--- config.mk ---
export PLATFORM = sky130hd
export DESIGN_NAME = lsm_seq
export DESIGN_NICKNAME = d
export VERILOG_FILES = /design/src/rtl/lsm_pkg.sv /design/src/rtl/lsm_plan.sv /design/src/rtl/lsm_pick.sv /design/src/rtl/lsm_seq.sv
export SDC_FILE = /design/constraint.sdc
export NUM_CORES = 1
export LEC_CHECK = 0
export BUFFER_PORTS_ARGS = -buffer_cell sky130_fd_sc_hd__buf_2
export CAP_MARGIN = 20
export CORE_ASPECT_RATIO = 0.7
export CORE_UTILIZATION = 35
export CTS_CLUSTER_SIZE = 12
export DETAILED_ROUTE_END_ITERATION = 16
export PLACE_DENSITY = 0.64
export SETUP_SLACK_MARGIN = 0.1
export SYNTH_ARGS = -nofsm -noshare
export SYNTH_HDL_FRONTEND = slang
export SYNTH_SLANG_ARGS = --single-unit
--- constraint.sdc ---
create_clock -name clk_i -period 4.2 [get_ports clk_i]
set_input_delay 0.84 -clock clk_i [delete_from_list [all_inputs] [get_ports clk_i]]
set_output_delay 0.84 -clock clk_i [all_outputs]
set_load 0.01 [all_outputs]
--- src/rtl/lsm_pkg.sv ---
package lsm_pkg;
  typedef enum logic [1:0] {
    ST_IDLE = 2'd0,
    ST_XFER = 2'd1,
    ST_DONE = 2'd2
  } lsm_state_t;
endpackage

--- src/rtl/lsm_plan.sv ---
// Start address and final base for a block, from mask size and mode.
module lsm_plan #(
  parameter int NREG = 16,
  parameter int XLEN = 32
) (
  input  logic [NREG-1:0] list_i,
  input  logic [XLEN-1:0] base_i,
  input  logic            up_i,
  input  logic            pre_i,
  output logic [XLEN-1:0] first_addr_o,
  output logic [XLEN-1:0] wb_addr_o,
  output logic            empty_o
);
  localparam int CW = $clog2(NREG + 1);
  localparam logic [XLEN-1:0] EMPTY_STEP = XLEN'(4 * NREG);

  logic [CW-1:0]   cnt;
  logic [XLEN-1:0] span, lo;
  logic            eff_pre;

  always_comb begin
    cnt = '0;
    for (int i = 0; i < NREG; i++) cnt = cnt + CW'(list_i[i]);
  end

  assign empty_o = (list_i == '0);
  assign span    = XLEN'(cnt) << 2;
  assign lo      = up_i ? base_i : base_i - span;
  // down modes start at the lowest word, so the step timing flips
  assign eff_pre = pre_i ^ ~up_i;

  assign first_addr_o = empty_o ? base_i : lo + (eff_pre ? XLEN'(4) : '0);
  assign wb_addr_o    = empty_o ? base_i + EMPTY_STEP
                                : (up_i ? base_i + span : base_i - span);
endmodule

--- src/rtl/lsm_pick.sv ---
// Lowest set bit of the remaining mask; empty mask selects the top register.
module lsm_pick #(
  parameter int NREG = 16,
  parameter int IW   = $clog2(NREG)
) (
  input  logic [NREG-1:0] mask_i,
  output logic [IW-1:0]   idx_o,
  output logic            last_o
);
  logic [NREG-1:0] rest;

  always_comb begin
    idx_o = IW'(NREG - 1);
    for (int i = NREG - 1; i >= 0; i--) begin
      if (mask_i[i]) idx_o = IW'(i);
    end
  end

  assign rest   = mask_i & (mask_i - 1'b1);
  assign last_o = (rest == '0);
endmodule

--- src/rtl/lsm_seq.sv ---
module lsm_seq
  import lsm_pkg::*;
#(
  parameter int NREG = 16,
  parameter int XLEN = 32,
  parameter int IW   = $clog2(NREG)
) (
  input  logic            clk_i,
  input  logic            rst_ni,
  input  logic            start_i,
  input  logic [NREG-1:0] reg_list_i,
  input  logic [XLEN-1:0] base_i,
  input  logic [IW-1:0]   base_idx_i,
  input  logic            load_i,
  input  logic            up_i,
  input  logic            pre_i,
  input  logic            wb_i,
  input  logic            psr_i,
  input  logic [XLEN-1:0] pc_i,
  output logic            busy_o,
  output logic            mem_req_o,
  output logic [XLEN-1:0] mem_addr_o,
  output logic            mem_we_o,
  output logic [XLEN-1:0] mem_wdata_o,
  output logic            mem_seq_o,
  input  logic            mem_ready_i,
  input  logic [XLEN-1:0] mem_rdata_i,
  output logic [IW-1:0]   rf_raddr_o,
  input  logic [XLEN-1:0] rf_rdata_i,
  output logic            rf_we_o,
  output logic [IW-1:0]   rf_waddr_o,
  output logic [XLEN-1:0] rf_wdata_o,
  output logic            psr_restore_o,
  output logic            done_o,
  output logic            wb_valid_o,
  output logic [XLEN-1:0] wb_value_o
);
  localparam logic [IW-1:0]   PC_IDX  = IW'(NREG - 1);
  localparam logic [XLEN-1:0] PC_OFFS = XLEN'(12);

  lsm_state_t      state_q;
  logic [NREG-1:0] rem_q;
  logic [XLEN-1:0] addr_q, base_q, wbv_q, pc_q;
  logic [IW-1:0]   bidx_q;
  logic            load_q, sbit_q, first_q, empty_q, wbok_q;

  logic [XLEN-1:0] plan_first, plan_wb;
  logic            plan_empty;
  logic [IW-1:0]   cur_idx;
  logic            cur_last, hs;
  logic [XLEN-1:0] st_data;

  lsm_plan #(.NREG(NREG), .XLEN(XLEN)) i_plan (
    .list_i      (reg_list_i),
    .base_i      (base_i),
    .up_i        (up_i),
    .pre_i       (pre_i),
    .first_addr_o(plan_first),
    .wb_addr_o   (plan_wb),
    .empty_o     (plan_empty)
  );

  lsm_pick #(.NREG(NREG), .IW(IW)) i_pick (
    .mask_i(rem_q),
    .idx_o (cur_idx),
    .last_o(cur_last)
  );

  assign hs = (state_q == ST_XFER) && mem_ready_i;

  always_ff @(posedge clk_i or negedge rst_ni) begin
    if (!rst_ni) begin
      state_q <= ST_IDLE;
      rem_q   <= '0;
      addr_q  <= '0;
      base_q  <= '0;
      wbv_q   <= '0;
      pc_q    <= '0;
      bidx_q  <= '0;
      load_q  <= 1'b0;
      sbit_q  <= 1'b0;
      first_q <= 1'b0;
      empty_q <= 1'b0;
      wbok_q  <= 1'b0;
    end else begin
      unique case (state_q)
        ST_IDLE: if (start_i) begin
          state_q <= ST_XFER;
          rem_q   <= reg_list_i;
          addr_q  <= plan_first;
          base_q  <= base_i;
          wbv_q   <= plan_wb;
          pc_q    <= pc_i;
          bidx_q  <= base_idx_i;
          load_q  <= load_i;
          sbit_q  <= psr_i;
          first_q <= 1'b1;
          empty_q <= plan_empty;
          // a loaded base overrides any writeback
          wbok_q  <= wb_i && !(load_i && reg_list_i[base_idx_i]);
        end
        ST_XFER: if (hs) begin
          rem_q[cur_idx] <= 1'b0;
          addr_q  <= addr_q + XLEN'(4);
          first_q <= 1'b0;
          if (cur_last) state_q <= ST_DONE;
        end
        default: state_q <= ST_IDLE;
      endcase
    end
  end

  always_comb begin
    if (cur_idx == PC_IDX)      st_data = pc_q + PC_OFFS;
    else if (cur_idx == bidx_q) st_data = first_q ? base_q : wbv_q;
    else                        st_data = rf_rdata_i;
  end

  assign busy_o        = (state_q != ST_IDLE);
  assign mem_req_o     = (state_q == ST_XFER);
  assign mem_addr_o    = addr_q;
  assign mem_we_o      = mem_req_o && !load_q;
  assign mem_wdata_o   = mem_we_o ? st_data : '0;
  assign mem_seq_o     = mem_req_o && !first_q;
  assign rf_raddr_o    = cur_idx;
  assign rf_we_o       = hs && load_q;
  assign rf_waddr_o    = cur_idx;
  assign rf_wdata_o    = empty_q ? {mem_rdata_i[XLEN-1:2], 2'b00} : mem_rdata_i;
  assign psr_restore_o = rf_we_o && sbit_q && !empty_q && (cur_idx == PC_IDX);
  assign done_o        = (state_q == ST_DONE);
  assign wb_valid_o    = done_o && wbok_q;
  assign wb_value_o    = wb_valid_o ? wbv_q : '0;

  p_addr_step_r1: assert property (@(posedge clk_i) disable iff (!rst_ni)
    hs && !cur_last |=> mem_addr_o == $past(mem_addr_o) + XLEN'(4));
  p_first_nseq_r8: assert property (@(posedge clk_i) disable iff (!rst_ni)
    $rose(mem_req_o) |-> !mem_seq_o);
  p_later_seq_r8: assert property (@(posedge clk_i) disable iff (!rst_ni)
    hs && !cur_last |=> mem_seq_o);
  p_restore_pc_r9: assert property (@(posedge clk_i) disable iff (!rst_ni)
    psr_restore_o |-> rf_we_o && rf_waddr_o == PC_IDX);
  p_done_after_last_r10: assert property (@(posedge clk_i) disable iff (!rst_ni)
    hs && cur_last |=> done_o && !mem_req_o);
  p_done_pulse_r10: assert property (@(posedge clk_i) disable iff (!rst_ni)
    done_o |=> !done_o);
  p_wb_with_done_r3: assert property (@(posedge clk_i) disable iff (!rst_ni)
    wb_valid_o |-> done_o);
  p_stall_hold_r12: assert property (@(posedge clk_i) disable iff (!rst_ni)
    mem_req_o && !mem_ready_i |=> mem_req_o && $stable(mem_addr_o));
endmodule

==> impl_metrics.env <==
export IMPL_synth_top_cell_area_share=0.293
export IMPL_initial_core_util=0.360
export IMPL_fin_skew_ps=21.0
export IMPL_finalHoldViolations=0
export IMPL_crit_top_cell="fa_2"
export IMPL_grt_overflow=0
export IMPL_drv_cap=0
export IMPL_reg2reg_depth=9
export IMPL_cp_end_kind="register"
export IMPL_fp_dieArea_sq_um=38100
export IMPL_tightest_slew_ps=1030
export IMPL_powerDensity_nw_per_um2=690
export IMPL_tns_ps=-118450
export IMPL_numClockSinks=153
export IMPL_synth_seq_area_share=0.293
export IMPL_die_w_um=233
export IMPL_max_freq_mhz=147
export IMPL_vias=14600
export IMPL_setup_viol=60
export IMPL_place_gp_congestion=0.966
export IMPL_antenna_found_initial=3
export IMPL_dr_wl_met2_um=23500
export IMPL_synth_cells=1707
export IMPL_slew_headroom=0.311
export IMPL_grt_pass1_wl_um=82200
export IMPL_cts_tree="built"
export IMPL_wl_met3_um=5150
export IMPL_worstReg2RegStart="mem_addr_o[3]"
export IMPL_drive_above_1_share=0.385
export IMPL_wl_per_cell_um=21.6
export IMPL_synthFlopType="dfrtp_1"
export IMPL_place_hpwl_um=41100
export IMPL_core_sq_um=36400
export IMPL_cts_hold_buf=0
export IMPL_nNetsFinal=2261
export IMPL_min_period_over_period=1.62
export IMPL_rows=58
export IMPL_worst_path_stages=22
export IMPL_peakVddDrop_mv=0.639
export IMPL_highest_layer="met5"
export IMPL_synth_fp_nets=1899
export IMPL_die_h_um=164
export IMPL_synth_edff_count=0
export IMPL_hold_path_class="reg2reg"
export IMPL_failed_checks="setup timing"
export IMPL_crit_slowest_cell="fa_1"
export IMPL_drc=0
export IMPL_syn_cell_area_sq_um=13100
export IMPL_syn_area_per_cell_sq_um=7.66
export IMPL_layout_cells_non_filler=2564
export IMPL_setup_slack_ps=-2620
export IMPL_viasPerCell=5.71
export IMPL_rsz0062_at_grt="yes"
export IMPL_clkTransAtPathRegs_ps=70
export IMPL_cts_buffers=17
export IMPL_path_cells="buf_8 -> inv_8 -> ha_4 -> inv_2 -> fa_2 -> fa_1 -> fa_1 -> fa_1 -> fa_2 -> fa_2 -> inv_2 -> fa_2 -> or2_4 -> a211oi_4 -> buf_6 -> nor4_1 -> nor4_1 -> o21ai_1 -> a22o_1 -> or4b_4 -> a21oi_2 -> o221ai_2"
export IMPL_min_period_ps=6820
export IMPL_ant_nets=0
export IMPL_io_pins=301
export IMPL_synth_ff_latch_count=153
export IMPL_netlist_cell_type_count=96
export IMPL_synth_top_area_cell="dfrtp_1"
export IMPL_hold_start="mem_addr_o[0]"
export IMPL_crit_path_max_fanout=5
export IMPL_wl_met1_um=25500
export IMPL_worstSetupPathType="in2reg"
export IMPL_worst_path_buf_inv=5
export IMPL_clock_path_buffers=2
export IMPL_dr_first_iter_drc_count=1386
export IMPL_grt_pass1_vias=13800
export IMPL_yosys_warnings=0
export IMPL_insertion_delay_ps=460
export IMPL_placedCellCount=2464
export IMPL_holdWs_ps=471
export IMPL_cp_start_kind="primary input"
export IMPL_cts_htree_levels=4
export IMPL_root_buffer="clkbuf_16"
export IMPL_p_leak_nw=8.39
export IMPL_synth_area_top_cells="dfrtp_1, nand2_1, o21ai_0"
export IMPL_final_common_cell="nand2_1"
export IMPL_grt_usage=0.284
export IMPL_critPathRequiredTime_ps=4540
export IMPL_slowest_delay_ps=580
export IMPL_area_delta_synth_final_pct=42.5
export IMPL_drt_pass1_iterations=6
export IMPL_crit_family="adder cells"
export IMPL_holdPathStages=2
export IMPL_async_reset_ff_frac=1.00
export IMPL_cp_arrival_ps=7160
export IMPL_final_cell_mix="nand2_1, buf_2, buf_4"
export IMPL_grt_max_degree=91
export IMPL_status="finished, violations left"
export IMPL_nFillCells=3432
export IMPL_crit_start="reg_list_i[1]"
export IMPL_postRouteWirelength_um=55400
export IMPL_io_buffer_count=240
export IMPL_fin_util=0.513
export IMPL_drv_slew=0
-- synth_stat cells, types with 21 or more instances --
cell type  number
inv_1          52
and3_1         56
o21ai_0       140
nand2_1       321
nor4_1         24
buf_4          34
ha_1           23
clkbuf_1       94
mux2i_1        48
a31oi_1        21
nand3_1        69
nor3_1         37
xnor2_1        54
mux2_2         31
dfrtp_1       153
nand4_1        22
nor2_1        119
xor2_1         30
a21oi_1        91
-- repair_timing --
item | CTS | global route
endpoints found under the hold margin | 0 | 0
buffers inserted | 39 | 40
gates cloned | 2 | 1
pin swaps | 86 | 102
setup endpoints to repair | 93 | 92
resized for setup | 174 | 153
-- logic make-up (layout without fill, tap and decap cells) --
group,Yosys count,after routing,synth area share
compound gates,386,386,0.185
xor+xnor,85,85,0.0575
fa+ha+maj,36,36,0.0411
buf+inv,205,580,0.0712
flops,153,153,0.293
mux,84,84,0.0721
other cells,0,2,0
simple gates,758,758,0.280
-- power by group --
group          switching (mW)  internal [mW]  total [mW]
Clock                   0.712           1.04        1.75
Sequential              0.753           2.11        2.86
Combinational            4.35           3.89        8.24
-- metrics by stage --
step	power, mW	setup slack (ps)	instance area, sq um
floorplan	6.65	-2600	13400
global placement	9.27	-3060	16000
detailed placement	9.38	-3130	16000
CTS	12.0	-2490	17700
global route	13.7	-2770	18600
finish	12.9	-2620	18600
-- registers in the layout, indices dropped and copies added, names as in the netlist --
register    count
pc_q           32
sbit_q          1
wbok_q          1
state_q         2
load_q          1
first_q         1
base_q         32
bidx_q          4
empty_q         1
rem_q          16
wbv_q          30
mem_addr_o     32
-- tightest hold or removal path, delay by kind of cell (launching register included) --
family / cells / cell delay [ps]
DFF: 1 / 340
and+or+nand+nor: 2 / 100
-- metal layers --
metal  GRT usage  vias to the layer above
met4      0.0704                        2
met3      0.0813                       82
met1       0.415                     7119
met2       0.406                      703
met5           0                        -
li1            -                     6736
-- final timing paths --
kind | to | slack (ps)
max | mem_addr_o[30] | -2620
min | mem_addr_o[0] | 470
max reg2reg | mem_addr_o[28] | 1130
min reg2reg | mem_addr_o[0] | 470
max in group asynchronous | wbv_q[10] | 2880
min in group asynchronous | bidx_q[2] | 480
-- final cells by class --
type | instances | area (sq um) | area share
multi-input cells | 1349 | 9790 | 0.525
flip-flops and latches | 153 | 3830 | 0.206
clock buffers | 21 | 460 | 0.0247
clock inverters | 11 | 184 | 0.00987
repair buffers | 495 | 3530 | 0.190
inverters | 53 | 225 | 0.0121
diodes | 2 | 5.00 | 0.000269
well taps | 480 | 601 | 0.0322
Power figures use the tool's default switching activity.
